<file path="src/rtl/irq_pkg.sv">
// Shared constants and helpers for the vectored interrupt controller.
// Assumes word-addressed program memory with fixed-size vector slots.
package irq_pkg;
    // Words per vector slot in the table.
    localparam int unsigned SLOT_WORDS = 2;

    // Offset in words of a vector index from the table base.
    function automatic int unsigned slot_offset(input int unsigned idx);
        return idx * SLOT_WORDS;
    endfunction
endpackage

</file>
<file path="src/rtl/irq_flag_bank.sv">
// Sticky pending bits for event sources.
// Set by event pulses, cleared by software write-one or by acceptance.
// Assumes event pulses are synchronous to clk; a set beats any clear.
module irq_flag_bank #(
    parameter int N = 4
) (
    input  logic         clk,
    input  logic         rst_n,
    input  logic [N-1:0] set_i,
    input  logic         sw_we_i,
    input  logic [N-1:0] sw_mask_i,
    input  logic [N-1:0] hw_clr_i,
    output logic [N-1:0] flag_o
);
    logic [N-1:0] clr_all;

    // Combine software and acceptance clears.
    always_comb clr_all = (sw_we_i ? sw_mask_i : '0) | hw_clr_i;

    // Update the pending bits; a set has precedence.
    always_ff @(posedge clk) begin
        if (!rst_n) flag_o <= '0;
        else        flag_o <= set_i | (flag_o & ~clr_all);
    end
endmodule

</file>
<file path="src/rtl/irq_prio_enc.sv">
// Fixed-priority encoder: the lowest set bit wins.
// Assumes N >= 1; idx_o is the position of the winner, 0 when none.
module irq_prio_enc #(
    parameter int N  = 6,
    parameter int IW = 3
) (
    input  logic [N-1:0]  req_i,
    output logic          any_o,
    output logic [IW-1:0] idx_o
);
    logic [N:0]   seen;
    logic [N-1:0] grant;

    assign seen[0] = 1'b0;

    for (genvar i = 0; i < N; i++) begin : g_chain
        assign seen[i+1] = seen[i] | req_i[i];
        assign grant[i]  = req_i[i] & ~seen[i];
    end

    assign any_o = seen[N];

    // Fold the one-hot grant into a binary index.
    always_comb begin
        idx_o = '0;
        for (int i = 0; i < N; i++) begin
            if (grant[i]) idx_o = idx_o | IW'(i);
        end
    end
endmodule

</file>
<file path="src/rtl/irq_gate.sv">
// Global enable and return hold.
// Acceptance clears the enable; a return sets it; software may write it.
// After a return, the hold blocks delivery until a later retire pulse.
module irq_gate (
    input  logic clk,
    input  logic rst_n,
    input  logic accept_i,
    input  logic reti_i,
    input  logic retire_i,
    input  logic sw_we_i,
    input  logic sw_val_i,
    output logic gie_o,
    output logic hold_o
);
    // Global enable: acceptance first, then return, then software.
    always_ff @(posedge clk) begin
        if (!rst_n)        gie_o <= 1'b0;
        else if (accept_i) gie_o <= 1'b0;
        else if (reti_i)   gie_o <= 1'b1;
        else if (sw_we_i)  gie_o <= sw_val_i;
    end

    // Return hold: set by a return, released by a retire in a later cycle.
    always_ff @(posedge clk) begin
        if (!rst_n)        hold_o <= 1'b0;
        else if (reti_i)   hold_o <= 1'b1;
        else if (retire_i) hold_o <= 1'b0;
    end
endmodule

</file>
<file path="src/rtl/irq_vector_ctrl.sv">
// Prioritized vectored interrupt controller (top).
// Event sources take indices 1..N_EDGE and condition sources the ones after.
// Index 0 is reserved for reset. The vector is base + SLOT_WORDS * index.
// Assumes the core raises core_ack only in a cycle where it can branch.
module irq_vector_ctrl #(
    parameter int                N_EDGE    = 4,
    parameter int                N_LEVEL   = 2,
    parameter int                ADDR_W    = 12,
    parameter logic [ADDR_W-1:0] BOOT_BASE = 12'hC00
) (
    input  logic               clk,
    input  logic               rst_n,
    input  logic [N_EDGE-1:0]  edge_evt,
    input  logic [N_EDGE-1:0]  flag_en,
    input  logic               flag_clr_we,
    input  logic [N_EDGE-1:0]  flag_clr_mask,
    input  logic [N_LEVEL-1:0] lvl_in,
    input  logic [N_LEVEL-1:0] lvl_en,
    input  logic               gie_we,
    input  logic               gie_wval,
    input  logic               tbl_sel,
    input  logic               core_ack,
    input  logic               core_reti,
    input  logic               core_retire,
    output logic               irq_req,
    output logic [ADDR_W-1:0]  irq_vec,
    output logic [N_EDGE-1:0]  flag_q,
    output logic               gie_q
);
    localparam int NSRC = N_EDGE + N_LEVEL;
    localparam int IW   = $clog2(NSRC + 1);

    logic [NSRC-1:0]   src_req;
    logic              any_req;
    logic [IW-1:0]     win_pos;
    logic [IW-1:0]     win_idx;
    logic              hold;
    logic              accept;
    logic [N_EDGE-1:0] hw_clr;
    logic [ADDR_W-1:0] tbl_base;

    irq_flag_bank #(.N(N_EDGE)) u_flags (
        .clk       (clk),
        .rst_n     (rst_n),
        .set_i     (edge_evt),
        .sw_we_i   (flag_clr_we),
        .sw_mask_i (flag_clr_mask),
        .hw_clr_i  (hw_clr),
        .flag_o    (flag_q)
    );

    // Enabled requests, event sources in the low bits.
    always_comb src_req = {lvl_in & lvl_en, flag_q & flag_en};

    irq_prio_enc #(.N(NSRC), .IW(IW)) u_enc (
        .req_i (src_req),
        .any_o (any_req),
        .idx_o (win_pos)
    );

    irq_gate u_gate (
        .clk      (clk),
        .rst_n    (rst_n),
        .accept_i (accept),
        .reti_i   (core_reti),
        .retire_i (core_retire),
        .sw_we_i  (gie_we),
        .sw_val_i (gie_wval),
        .gie_o    (gie_q),
        .hold_o   (hold)
    );

    // Offer a vector only when enabled and not in the return hold.
    always_comb begin
        irq_req = any_req & gie_q & ~hold;
        accept  = irq_req & core_ack;
    end

    // Acceptance clears the winning pending bit.
    for (genvar i = 0; i < N_EDGE; i++) begin : g_hwclr
        assign hw_clr[i] = accept && (win_pos == IW'(i));
    end

    // Vector address from the table base and the winner's index.
    always_comb begin
        win_idx  = win_pos + IW'(1);
        tbl_base = tbl_sel ? BOOT_BASE : '0;
        irq_vec  = tbl_base + ADDR_W'(irq_pkg::slot_offset(int'(win_idx)));
    end
endmodule

</file>
<file path="config.mk">
export PLATFORM = sky130hd
export DESIGN_NAME = irq_vector_ctrl
export DESIGN_NICKNAME = d
export VERILOG_FILES = /design/src/rtl/irq_pkg.sv /design/src/rtl/irq_flag_bank.sv /design/src/rtl/irq_prio_enc.sv /design/src/rtl/irq_gate.sv /design/src/rtl/irq_vector_ctrl.sv
export SDC_FILE = /design/constraint.sdc
export NUM_CORES = 1
export LEC_CHECK = 0
export ABC_AREA = 1
export BUFFER_PORTS_ARGS = -buffer_cell sky130_fd_sc_hd__buf_2
export CAP_MARGIN = 40
export CORE_MARGIN = 2
export CORE_UTILIZATION = 42
export DETAILED_ROUTE_END_ITERATION = 10
export PLACE_DENSITY = 0.89
export SLEW_MARGIN = 10
export SYNTH_ARGS = -nofsm -noshare
export SYNTH_HDL_FRONTEND = slang
export SYNTH_HIERARCHICAL = 1
export SYNTH_SLANG_ARGS = --single-unit
</file>
<file path="constraint.sdc">
create_clock -name clk -period 3.63 [get_ports clk]
set_input_delay 0.363 -clock clk [delete_from_list [all_inputs] [get_ports clk]]
set_output_delay 0.363 -clock clk [all_outputs]
set_load 0.03 [all_outputs]
</file>
==> reports/metrics.cfg, run 1 <==
[sta]
timing.final.crit_period_ps=2080
fin_skew_ps=3.37
layout_setup_ws_ps=1550
setup_viol=0
drv_slew=0
max_freq_mhz=480
fin_setup_tns_ps=0
fin_crit_sh_pct=57.4
rsz0062_at_grt=no
final-hold-violation-count=0

[synth]
ys_seq_elements=6
syn_inst=100
synth_area_per_cell_um2=5.82
ys_seq_area_share_pct=20.6
yosys_warnings=6
synth_area_um2=582
netlist-cell-type-count=13

[final_layout]
final_nets=164
diodes=0
area.growth.synth_to_final_pct=26.9
drive_gt1_share_pct=28.8

[power_and_ir_drop]
pwr-share-seq_pct=33.2
combPwrFrac_pct=39.9
p_sw_mw=0.0886
leakage_nw=0.492
ir_drop_uv=204
clkPwrFrac_pct=26.8
power_density_mw_per_mm2=307
power.switching_fraction_pct=39.1
p_int_mw=0.138

[hold_path]
hp-class=primary input to register

[global_routing]
overflow=0
grt_max_degree=6
grt_pass1_vias=456
grt_first_pass_wirelength_um=1640
antenna_found_initial=0
grt_util_all_layers_pct=14.8

[drt]
drt_pass1_iterations=4
routed_wl_um=1160
drc=0
drt_iter0_markers=8
num_vias=616
wire_per_inst_um=7.92
viasPerCell=4.19
ant_nets=0

[critical_path]
arrival_ps=1720
cp-start-kind=register
critPathKind=register to output pin
worstPathRequired_ps=3270
critPathMaxFanout=4
setup.worst_path.end_class=output pin

[clock_network]
ctsLongestPathBuffers=2
clock-root-buffer=clkbuf_4
worstSkewPairLatency_ps=240
ctsResizeCount=0
clkTransAtPathRegs_ps=40
cts_tree=built
cts_setup_buffers=0
htreeDepth=1
clock_sinks=6
cts_made_buffers=3
hold_buffers=0

[placement]
gp_congestion=0.777
pre_cts_slack_ps=1690
dp_hpwl_um=1040
io_buffers=32

[floorplanning]
fp.dieH_um=41.2
core_mm2=0.00130
die_w_um=41.2
io_pins=43
rows=13
die-area_mm2=0.00170
start_util_pct=44.7

[job]
maxCapViolCount=0

[outcome]
status=finished, final reports clean

==> path summary, 6_finish.rpt <==
kind                                                   start                           end  slack [ps]  cells after the start
worst min-delay path                             edge_evt[3]  u_flags/flag_o[3]$_SDFF_PN0_         360                      3
worst min register to register    u_gate/hold_o$_SDFFE_PN0P_    u_gate/hold_o$_SDFFE_PN0P_         510                      2
worst max-delay path            u_flags/flag_o[2]$_SDFF_PN0_                    irq_vec[3]        1550                      8
worst max register to register  u_flags/flag_o[2]$_SDFF_PN0_  u_flags/flag_o[3]$_SDFF_PN0_        2000                     11
==> cell usage in the layout, fill, tap and decap left out, drive strengths merged <==
| cell | synthesis | layout |
|---|---|---|
| buf | 9 | 32 |
| inv | 30 | 30 |
| nand2 | 23 | 23 |
| nor2 | 13 | 13 |
| conb | 1 | 7 |
| nand3 | 6 | 6 |
| dfxtp | 6 | 6 |
| ha | 5 | 5 |
| a21oi | 4 | 4 |
| clkbuf | 0 | 3 |
| nand4 | 1 | 1 |
| nor3 | 1 | 1 |
| a21boi | 1 | 1 |
==> sequential cells by signal, indices dropped and copies added (netlist names) <==
name and cells:
u_gate/gie_o 1, u_flags/flag_o 4, u_gate/hold_o 1
==> cells by family after synthesis <==
family	share of synthesized area (%)
compound gates	4.73
fa+ha+maj	10.8
buf+inv	31.0
flops	20.6
other cells	0.645
simple gates	32.3
==> cell usage after synthesis <==
cell type	instances	area (um2)
a21boi_0	1	7.51
nand2_1	23	86.3
dfxtp_1	6	120
conb_1	1	3.75
nand3_1	6	30.0
buf_4	9	67.6
nor2_1	11	41.3
nand4_2	1	12.5
a21oi_1	4	20.0
ha_1	5	62.6
nor2_2	2	12.5
inv_1	30	113
nor3_1	1	5.00
==> layer usage <==
layer | vias up | track usage (%) | share of wire [%]
met3 | 0 | 1.63 | 7.3
met1 | 257 | 14.8 | 39
met5 | - | 0 | 0
li1 | 333 | - | -
met4 | 0 | 9.68 | 0
met2 | 26 | 28.1 | 54
==> power by group through the flow <==
stage / logic [mW] / clock network (mW) / registers, mW
6_report: 0.0905 / 0.0608 / 0.0753
5_1_grt: 0.101 / 0.0666 / 0.0757
4_1_cts: 0.0910 / 0.0643 / 0.0752
3_5_place_dp: 0.0907 / 0 / 0.0764
3_3_place_gp: 0.0882 / 0 / 0.0760
2_1_floorplan: 0.0652 / 0 / 0.0839
==> stage by stage <==
stage / hold slack (ps) / cell area (um2) / total power, mW / utilization, % / std cells
after floorplan: 461 / 604 / 0.149 / - / 106
after global placement: 472 / 716 / 0.164 / 55.0 / 144
after detailed placement: 501 / 716 / 0.167 / 55.0 / 144
after CTS: 346 / 738 / 0.231 / 56.7 / 147
after global routing: 367 / 738 / 0.243 / 56.7 / 147
final: 363 / 738 / 0.226 / 56.7 / 147
==> final cells by class <==
type,count,area [um2]
fill,140,563
multi-input combinational,61,304
timing repair buffer,32,160
sequential,6,120
inverter,30,113
clock buffer,3,22.5
tap,15,18.8
==> worst max-delay path: stages (launching register included) <==
cell and delay (ps):
dfxtp_1 360, nand2_1 60, inv_1 70, nor2_2 60
nor3_1 260, ha_1 220, ha_1 220, inv_1 50
buf_2 180
(Power assumes the default switching activity.)
==> run 2: changes to the inputs <==
--- a/config.mk
+++ b/config.mk
@@ -5,13 +5,13 @@
 export SDC_FILE = /design/constraint.sdc
 export NUM_CORES = 1
 export LEC_CHECK = 0
-export ABC_AREA = 1
+export ABC_AREA = 0
 export BUFFER_PORTS_ARGS = -buffer_cell sky130_fd_sc_hd__buf_2
 export CAP_MARGIN = 40
 export CORE_MARGIN = 2
-export CORE_UTILIZATION = 42
+export CORE_UTILIZATION = 37
 export DETAILED_ROUTE_END_ITERATION = 10
-export PLACE_DENSITY = 0.89
+export PLACE_DENSITY = 0.82
 export SLEW_MARGIN = 10
 export SYNTH_ARGS = -nofsm -noshare
 export SYNTH_HDL_FRONTEND = slang
==> constraint.sdc (replaced) <==
create_clock -name clk -period 2 [get_ports clk]
set_input_delay 0.2 -clock clk [delete_from_list [all_inputs] [get_ports clk]]
set_output_delay 0.2 -clock clk [all_outputs]
set_load 0.03 [all_outputs]
==> reports/metrics.cfg, run 2 <==
[critical_path]
worstPathRequired_ps=1800  ; was 3270 ps
critPathKind=register to output pin  ; unchanged
critPathMaxFanout=3  ; was 4
arrival_ps=1760  ; was 1720 ps
setup.worst_path.end_class=output pin  ; unchanged
cp-start-kind=register  ; unchanged

[final_layout]
drive_gt1_share_pct=50.5  ; was 28.8%
largestRegisters=u_flags/flag_o: 4 flops, u_gate/gie_o: 1 flops, u_gate/hold_o: 1 flops  ; unchanged
final_cell_count_no_fill=120  ; was 147
layout_commonest_cell=buf_2  ; unchanged
final_nets=137  ; was 164
layout.cells.most_common_list=buf_2, inv_1, conb_1  ; was buf_2, inv_1, nand2_1
top_register=u_flags/flag_o  ; unchanged
area.growth.synth_to_final_pct=47.7  ; was 26.9%
largest_reg_flops=4  ; unchanged
diodes=0  ; unchanged

[drt]
drc=0  ; unchanged
wire_per_inst_um=10.5  ; was 7.92 um
drt_pass1_iterations=2  ; was 4
routed_wl_um=1260  ; was 1160 um
num_vias=536  ; was 616
ant_nets=0  ; unchanged
drt_iter0_markers=2  ; was 8
viasPerCell=4.47  ; was 4.19

[power_and_ir_drop]
p_sw_mw=0.164  ; was 0.0886 mW
power.switching_fraction_pct=36.4  ; was 39.1%
combPwrFrac_pct=45.4  ; was 39.9%
leakage_nw=0.442  ; was 0.492 nW
clkPwrFrac_pct=24.2  ; was 26.8%
power_density_mw_per_mm2=563  ; was 307 mW/mm2
power_mw=0.450  ; was 0.226 mW
p_int_mw=0.286  ; was 0.138 mW
ir_drop_uv=416  ; was 204 uV
pwr-share-seq_pct=30.3  ; was 33.2%

[floorplanning]
die-area_mm2=0.00178  ; was 0.00170 mm2
die_w_um=42.2  ; was 41.2 um
rows=13  ; unchanged
io_pins=43  ; unchanged
core_mm2=0.00133  ; was 0.00130 mm2
start_util_pct=40.5  ; was 44.7%
fp.dieH_um=42.2  ; was 41.2 um

[clock_network]
hold_buffers=0  ; unchanged
cts_tree=built  ; unchanged
clkTransAtPathRegs_ps=40  ; about the same
worstSkewPairLatency_ps=240  ; about the same
clock-root-buffer=clkbuf_4  ; unchanged
ctsLongestPathBuffers=2  ; unchanged
htreeDepth=1  ; unchanged
cts_made_buffers=3  ; unchanged
clock_sinks=6  ; unchanged

[placement]
pre_cts_slack_ps=95.2  ; was 1690 ps
placed_cells=112  ; was 144
dp_hpwl_um=964  ; was 1040 um
gp_congestion=0.739  ; was 0.777
io_buffers=32  ; unchanged

[synth]
synth_edf_count=0  ; unchanged
yosys_warnings=6  ; unchanged
yosys.area.top_type_share_pct=22.2  ; was 20.6%
synth_area_um2=541  ; was 582 um2
ys_seq_area_share_pct=22.2  ; was 20.6%
synth_area_per_cell_um2=7.95  ; was 5.82 um2
netlist_top_cells_area=dfxtp_1, buf_4, ha_1, and2_1, inv_1  ; was dfxtp_1, inv_1, nand2_1, buf_4, ha_1
async_flop_share_pct=0  ; unchanged
syn_inst=68  ; was 100
ys_seq_elements=6  ; unchanged
synth_common_cells=inv_1, buf_4, and2_1, dfxtp_1, ha_1  ; was inv_1, nand2_1, nor2_1, buf_4
synth.most_common_cell=inv_1  ; unchanged
yosysTopAreaCell=dfxtp_1  ; unchanged
synth_top_flop_cell=dfxtp_1  ; unchanged
netlist-cell-type-count=22  ; was 13

[global_routing]
grt_pass1_vias=510  ; was 456
grt_util_all_layers_pct=14.8  ; about the same
antenna_found_initial=0  ; unchanged
grt_first_pass_wirelength_um=2030  ; was 1640 um
grt_max_degree=7  ; was 6
overflow=0  ; unchanged

[sta]
layout_setup_ws_ps=44.8  ; was 1550 ps
setup_viol=0  ; unchanged
fin_crit_sh_pct=97.8
timing.final.crit_period_ps=1960
fin_skew_ps=0.879  ; was 3.37 ps
final-hold-violation-count=0  ; unchanged
max_freq_mhz=511
whs_ps=165  ; was 363 ps
drv_slew=0  ; unchanged

[outcome]
status=finished, final reports clean  ; unchanged

[job]
maxCapViolCount=0  ; unchanged

[hold_path]
hp-class=primary input to register  ; unchanged

==> run 2: path summary, 6_finish.rpt <==
| kind | from | endpoint | slack [ps] | depth (start not counted) |
|---|---|---|---|---|
| worst max-delay path | u_flags/flag_o[3]$_SDFF_PN0_ | irq_vec[3] | 40 | 7 |
| worst min-delay path | edge_evt[2] | u_flags/flag_o[2]$_SDFF_PN0_ | 170 | 2 |
| worst max register to register | u_flags/flag_o[3]$_SDFF_PN0_ | u_flags/flag_o[3]$_SDFF_PN0_ | 160 | 8 |
| worst min register to register | u_gate/hold_o$_SDFFE_PN0P_ | u_gate/hold_o$_SDFFE_PN0P_ | 530 | 2 |
==> run 2: what timing repair did <==
| action | 4_1_cts | 5_1_grt |
|---|---|---|
| hold endpoints to repair | 0 | 0 |
| buffers inserted | 3 | 2 |
| resized for setup | 10 | 8 |
| endpoints found under the setup margin | 1 | 3 |
| pin swaps | 3 | 3 |
==> run 2: layer usage <==
layer	track usage, %	wire length (um)	part of all wire [%]	vias up
met3	2.59	107	8.5	2
met2	25.8	619	49	30
met1	16.7	513	41	221
met5	0	0	0	-
met4	8.13	19	1.5	0
li1	-	-	-	283
==> run 2: cell families after synthesis <==
kind of cell | Yosys count | share of synthesized area, %
AO/OA/AOI/OAI | 11 | 15.0
adder cells (fa/ha/maj) | 5 | 11.6
buffers and inverters | 19 | 19.4
flip-flops | 6 | 22.2
multiplexers | 1 | 1.85
other | 1 | 0.694
AND/OR/NAND/NOR | 25 | 29.2
==> run 2: power by group through the flow <==
| stage | clock network [mW] | logic (mW) | registers [mW] |
|---|---|---|---|
| global route | 0.122 | 0.220 | 0.137 |
| finish | 0.109 | 0.204 | 0.136 |
| detailed placement | 0 | 0.162 | 0.138 |
| CTS | 0.118 | 0.185 | 0.136 |
| global placement | 0 | 0.159 | 0.138 |
| floorplan | 0 | 0.116 | 0.152 |
==> run 2: worst max-delay path, stage by stage (launching register included) <==
cell and delay, ps:
dfxtp_1 310, and2_4 170, nor4_4 300, nor2b_4 200, inv_1 50, ha_1 280, inv_1 70, buf_6 120
==> run 2: per-stage QoR <==
step | TNS [ps] | utilization [%] | area [um2]
floorplan | 0 | - | 569
global placement | 0 | 51.0 | 681
detailed placement | 0 | 51.0 | 681
CTS | 0 | 57.4 | 766
global route | -46.7 | 59.8 | 798
finish | 0 | 59.8 | 798
==> run 2: area by class of cell <==
class,count,area (um2)
inverters,10,37.5
flip-flops and latches,6,121
clock buffers,3,22.5
multi-input cells,49,388
well taps,15,18.8
repair buffers,37,210
fillers,121,536
==> run 3: changes to the inputs <==
--- a/config.mk
+++ b/config.mk
@@ -12,6 +12,7 @@
 export CORE_UTILIZATION = 37
 export DETAILED_ROUTE_END_ITERATION = 10
 export PLACE_DENSITY = 0.82
+export SETUP_SLACK_MARGIN = 0.3
 export SLEW_MARGIN = 10
 export SYNTH_ARGS = -nofsm -noshare
 export SYNTH_HDL_FRONTEND = slang
==> reports/metrics.cfg, run 3 (synthesized netlist as in run 2, its figures left out) <==
[placement]
gp_congestion=0.773  ; was 0.739
dp_hpwl_um=1070  ; was 964 um
io_buffers=32  ; unchanged

[critical_path]
regToRegSetupSlack_ps=150  ; was 160 ps
path_cells=and2_4 -> nor2_1 -> a221oi_4 -> ha_2 -> ha_4 -> inv_2 -> buf_6  ; was and2_4 -> nor4_4 -> nor2b_4 -> inv_1 -> ha_1 -> inv_1 -> buf_6
cp_num_buf_inv=2  ; was 3
reg2reg_depth=10  ; was 8
crit_family=adder cells  ; was simple AND/OR/NAND/NOR gates
critPathMaxFanout=4  ; was 3
rr_startpoint=u_flags/flag_o[1]$_SDFF_PN0_  ; was u_flags/flag_o[3]$_SDFF_PN0_
setup.worst_path.end_class=output pin  ; unchanged
arrival_ps=1730  ; was 1760 ps
reg2reg_to=u_flags/flag_o[2]$_SDFF_PN0_  ; was u_flags/flag_o[3]$_SDFF_PN0_
cp-start-kind=register  ; unchanged
slowest_delay_ps=340  ; was 310 ps
worstPathRequired_ps=1800  ; about the same
cp_slowest_cell=dfxtp_4  ; was dfxtp_1
critPathKind=register to output pin  ; unchanged

[sta]
rsz0062_at_grt=yes
final-hold-violation-count=0  ; unchanged
fin_crit_sh_pct=96.7  ; was 97.8%
fin_skew_ps=7.37  ; was 0.879 ps
fin_setup_tns_ps=0  ; unchanged
max_freq_mhz=517  ; was 511 MHz
setup_viol=0  ; unchanged
timing.final.crit_period_ps=1930  ; was 1960 ps
drv_slew=0  ; unchanged

[hold_path]
min_path_cells=2  ; unchanged
min_to=u_flags/flag_o[1]$_SDFF_PN0_  ; was u_flags/flag_o[2]$_SDFF_PN0_
hp-start=edge_evt[1]  ; was edge_evt[2]
hp-class=primary input to register  ; unchanged

[power_and_ir_drop]
p_int_mw=0.320  ; was 0.286 mW
clkPwrFrac_pct=24.8  ; was 24.2%
pwr-share-seq_pct=26.2  ; was 30.3%
p_sw_mw=0.199  ; was 0.164 mW
leakage_nw=0.475  ; was 0.442 nW
combPwrFrac_pct=49.0  ; was 45.4%
power_density_mw_per_mm2=546  ; was 563 mW/mm2
power.switching_fraction_pct=38.4  ; was 36.4%
ir_drop_uv=424  ; was 416 uV

[clock_network]
ctsLongestPathBuffers=2  ; unchanged
clock-root-buffer=clkbuf_4  ; unchanged
htreeDepth=1  ; unchanged
cts_made_buffers=3  ; unchanged
worstSkewPairLatency_ps=260  ; was 240 ps
clkTransAtPathRegs_ps=50  ; was 40 ps
clock_sinks=6  ; unchanged
cts_tree=built  ; unchanged

[final_layout]
largestRegisters=u_flags/flag_o: 4 flops, u_gate/gie_o: 1 flops, u_gate/hold_o: 1 flops  ; unchanged
top_register=u_flags/flag_o  ; unchanged
drive_gt1_share_pct=68.2  ; was 50.5%
layout.cells.most_common_list=buf_2, buf_4, conb_1  ; was buf_2, inv_1, conb_1
multi_input_area_um2=483  ; was 388 um2
fillers=101  ; was 121
seq_area_um2=135  ; was 121 um2
final_nets=141  ; was 137
fin_util_pct=71.4  ; was 59.8%
diodes=0  ; unchanged
layout_commonest_cell=buf_2  ; unchanged
area.growth.synth_to_final_pct=76.2  ; was 47.7%
largest_reg_flops=4  ; unchanged

[drt]
viasPerCell=4.67  ; was 4.47
wire_per_inst_um=12.3  ; was 10.5 um
drt_pass1_iterations=4  ; was 2
drt_iter0_markers=6  ; was 2
num_vias=584  ; was 536
ant_nets=0  ; unchanged
routed_wl_um=1530  ; was 1260 um
drc=0  ; unchanged

[floorplanning]
fp.dieH_um=42.2  ; unchanged
die_w_um=42.2  ; unchanged
core_mm2=0.00133  ; unchanged
io_pins=43  ; unchanged
rows=13  ; unchanged
start_util_pct=40.5  ; unchanged
die-area_mm2=0.00178  ; unchanged

[global_routing]
grt_pass1_vias=608  ; was 510
overflow=0  ; unchanged
grt_max_degree=7  ; unchanged
antenna_found_initial=0  ; unchanged
grt_first_pass_wirelength_um=2350  ; was 2030 um
grt_util_all_layers_pct=17.4  ; was 14.8%

[outcome]
status=finished, final reports clean  ; unchanged

[job]
maxCapViolCount=0  ; unchanged

==> run 3: cell count changes in the layout (fill, tap and decap cells not counted), sizes merged <==
cell and delta:
buf +4, clkbuf +1
==> run 3: how the worst max path moves through the flow <==
stage / startpoint / to / depth (start not counted)
global route: u_flags/flag_o[1]$_SDFF_PN0_ / irq_vec[3] / 7
detailed placement: lvl_in[0] / irq_vec[3] / 8
CTS: u_flags/flag_o[1]$_SDFF_PN0_ / irq_vec[3] / 7
global placement: lvl_in[0] / irq_vec[3] / 8
floorplan: u_flags/flag_o[1]$_SDFF_PN0_ / u_flags/flag_o[2]$_SDFF_PN0_ / 8
finish: u_flags/flag_o[1]$_SDFF_PN0_ / irq_vec[3] / 7
==> run 3: final cells by class <==
class / count / share of cell area, %
Tap cell: 15 / 1.97
Sequential cell: 6 / 14.2
Multi-Input combinational cell: 49 / 50.7
Timing Repair Buffer: 41 / 26.1
Clock buffer: 4 / 2.76
Inverter: 10 / 4.20
==> run 3: metal layers <==
layer | track usage, % | up-vias | routed length, um
met5 | 0 | - | 0
met4 | 6.88 | 0 | 53
met2 | 33.8 | 26 | 803
li1 | - | 293 | -
met3 | 7.76 | 6 | 117
met1 | 15.1 | 259 | 558
==> run 3: what timing repair did <==
| item | CTS | global route |
|---|---|---|
| resized for setup | 9 | 16 |
| pin swaps | 4 | 12 |
| endpoints found under the hold margin | 0 | 0 |
| hold buffers | 0 | 0 |
| endpoints found under the setup margin | 3 | 8 |
| setup buffers | 6 | 2 |
==> run 3: power groups by stage <==
stage | registers, mW | clock network [mW] | logic, mW
6_report | 0.136 | 0.129 | 0.255
4_1_cts | 0.135 | 0.132 | 0.223
2_1_floorplan | 0.152 | 0 | 0.134
5_1_grt | 0.138 | 0.137 | 0.272
3_5_place_dp | 0.138 | 0 | 0.185
3_3_place_gp | 0.137 | 0 | 0.181
==> run 3: per-stage QoR <==
stage / cells / setup slack (ps) / hold WS (ps) / cell area, um2 / total power [mW]
after floorplan: 74 / 250 / 310 / 651 / 0.286
after global placement: 113 / 220 / 396 / 769 / 0.318
after detailed placement: 113 / 209 / 400 / 769 / 0.322
after CTS: 123 / 76.6 / 141 / 885 / 0.491
after global routing: 125 / 17.5 / 150 / 952 / 0.547
final: 125 / 65.6 / 140 / 952 / 0.520
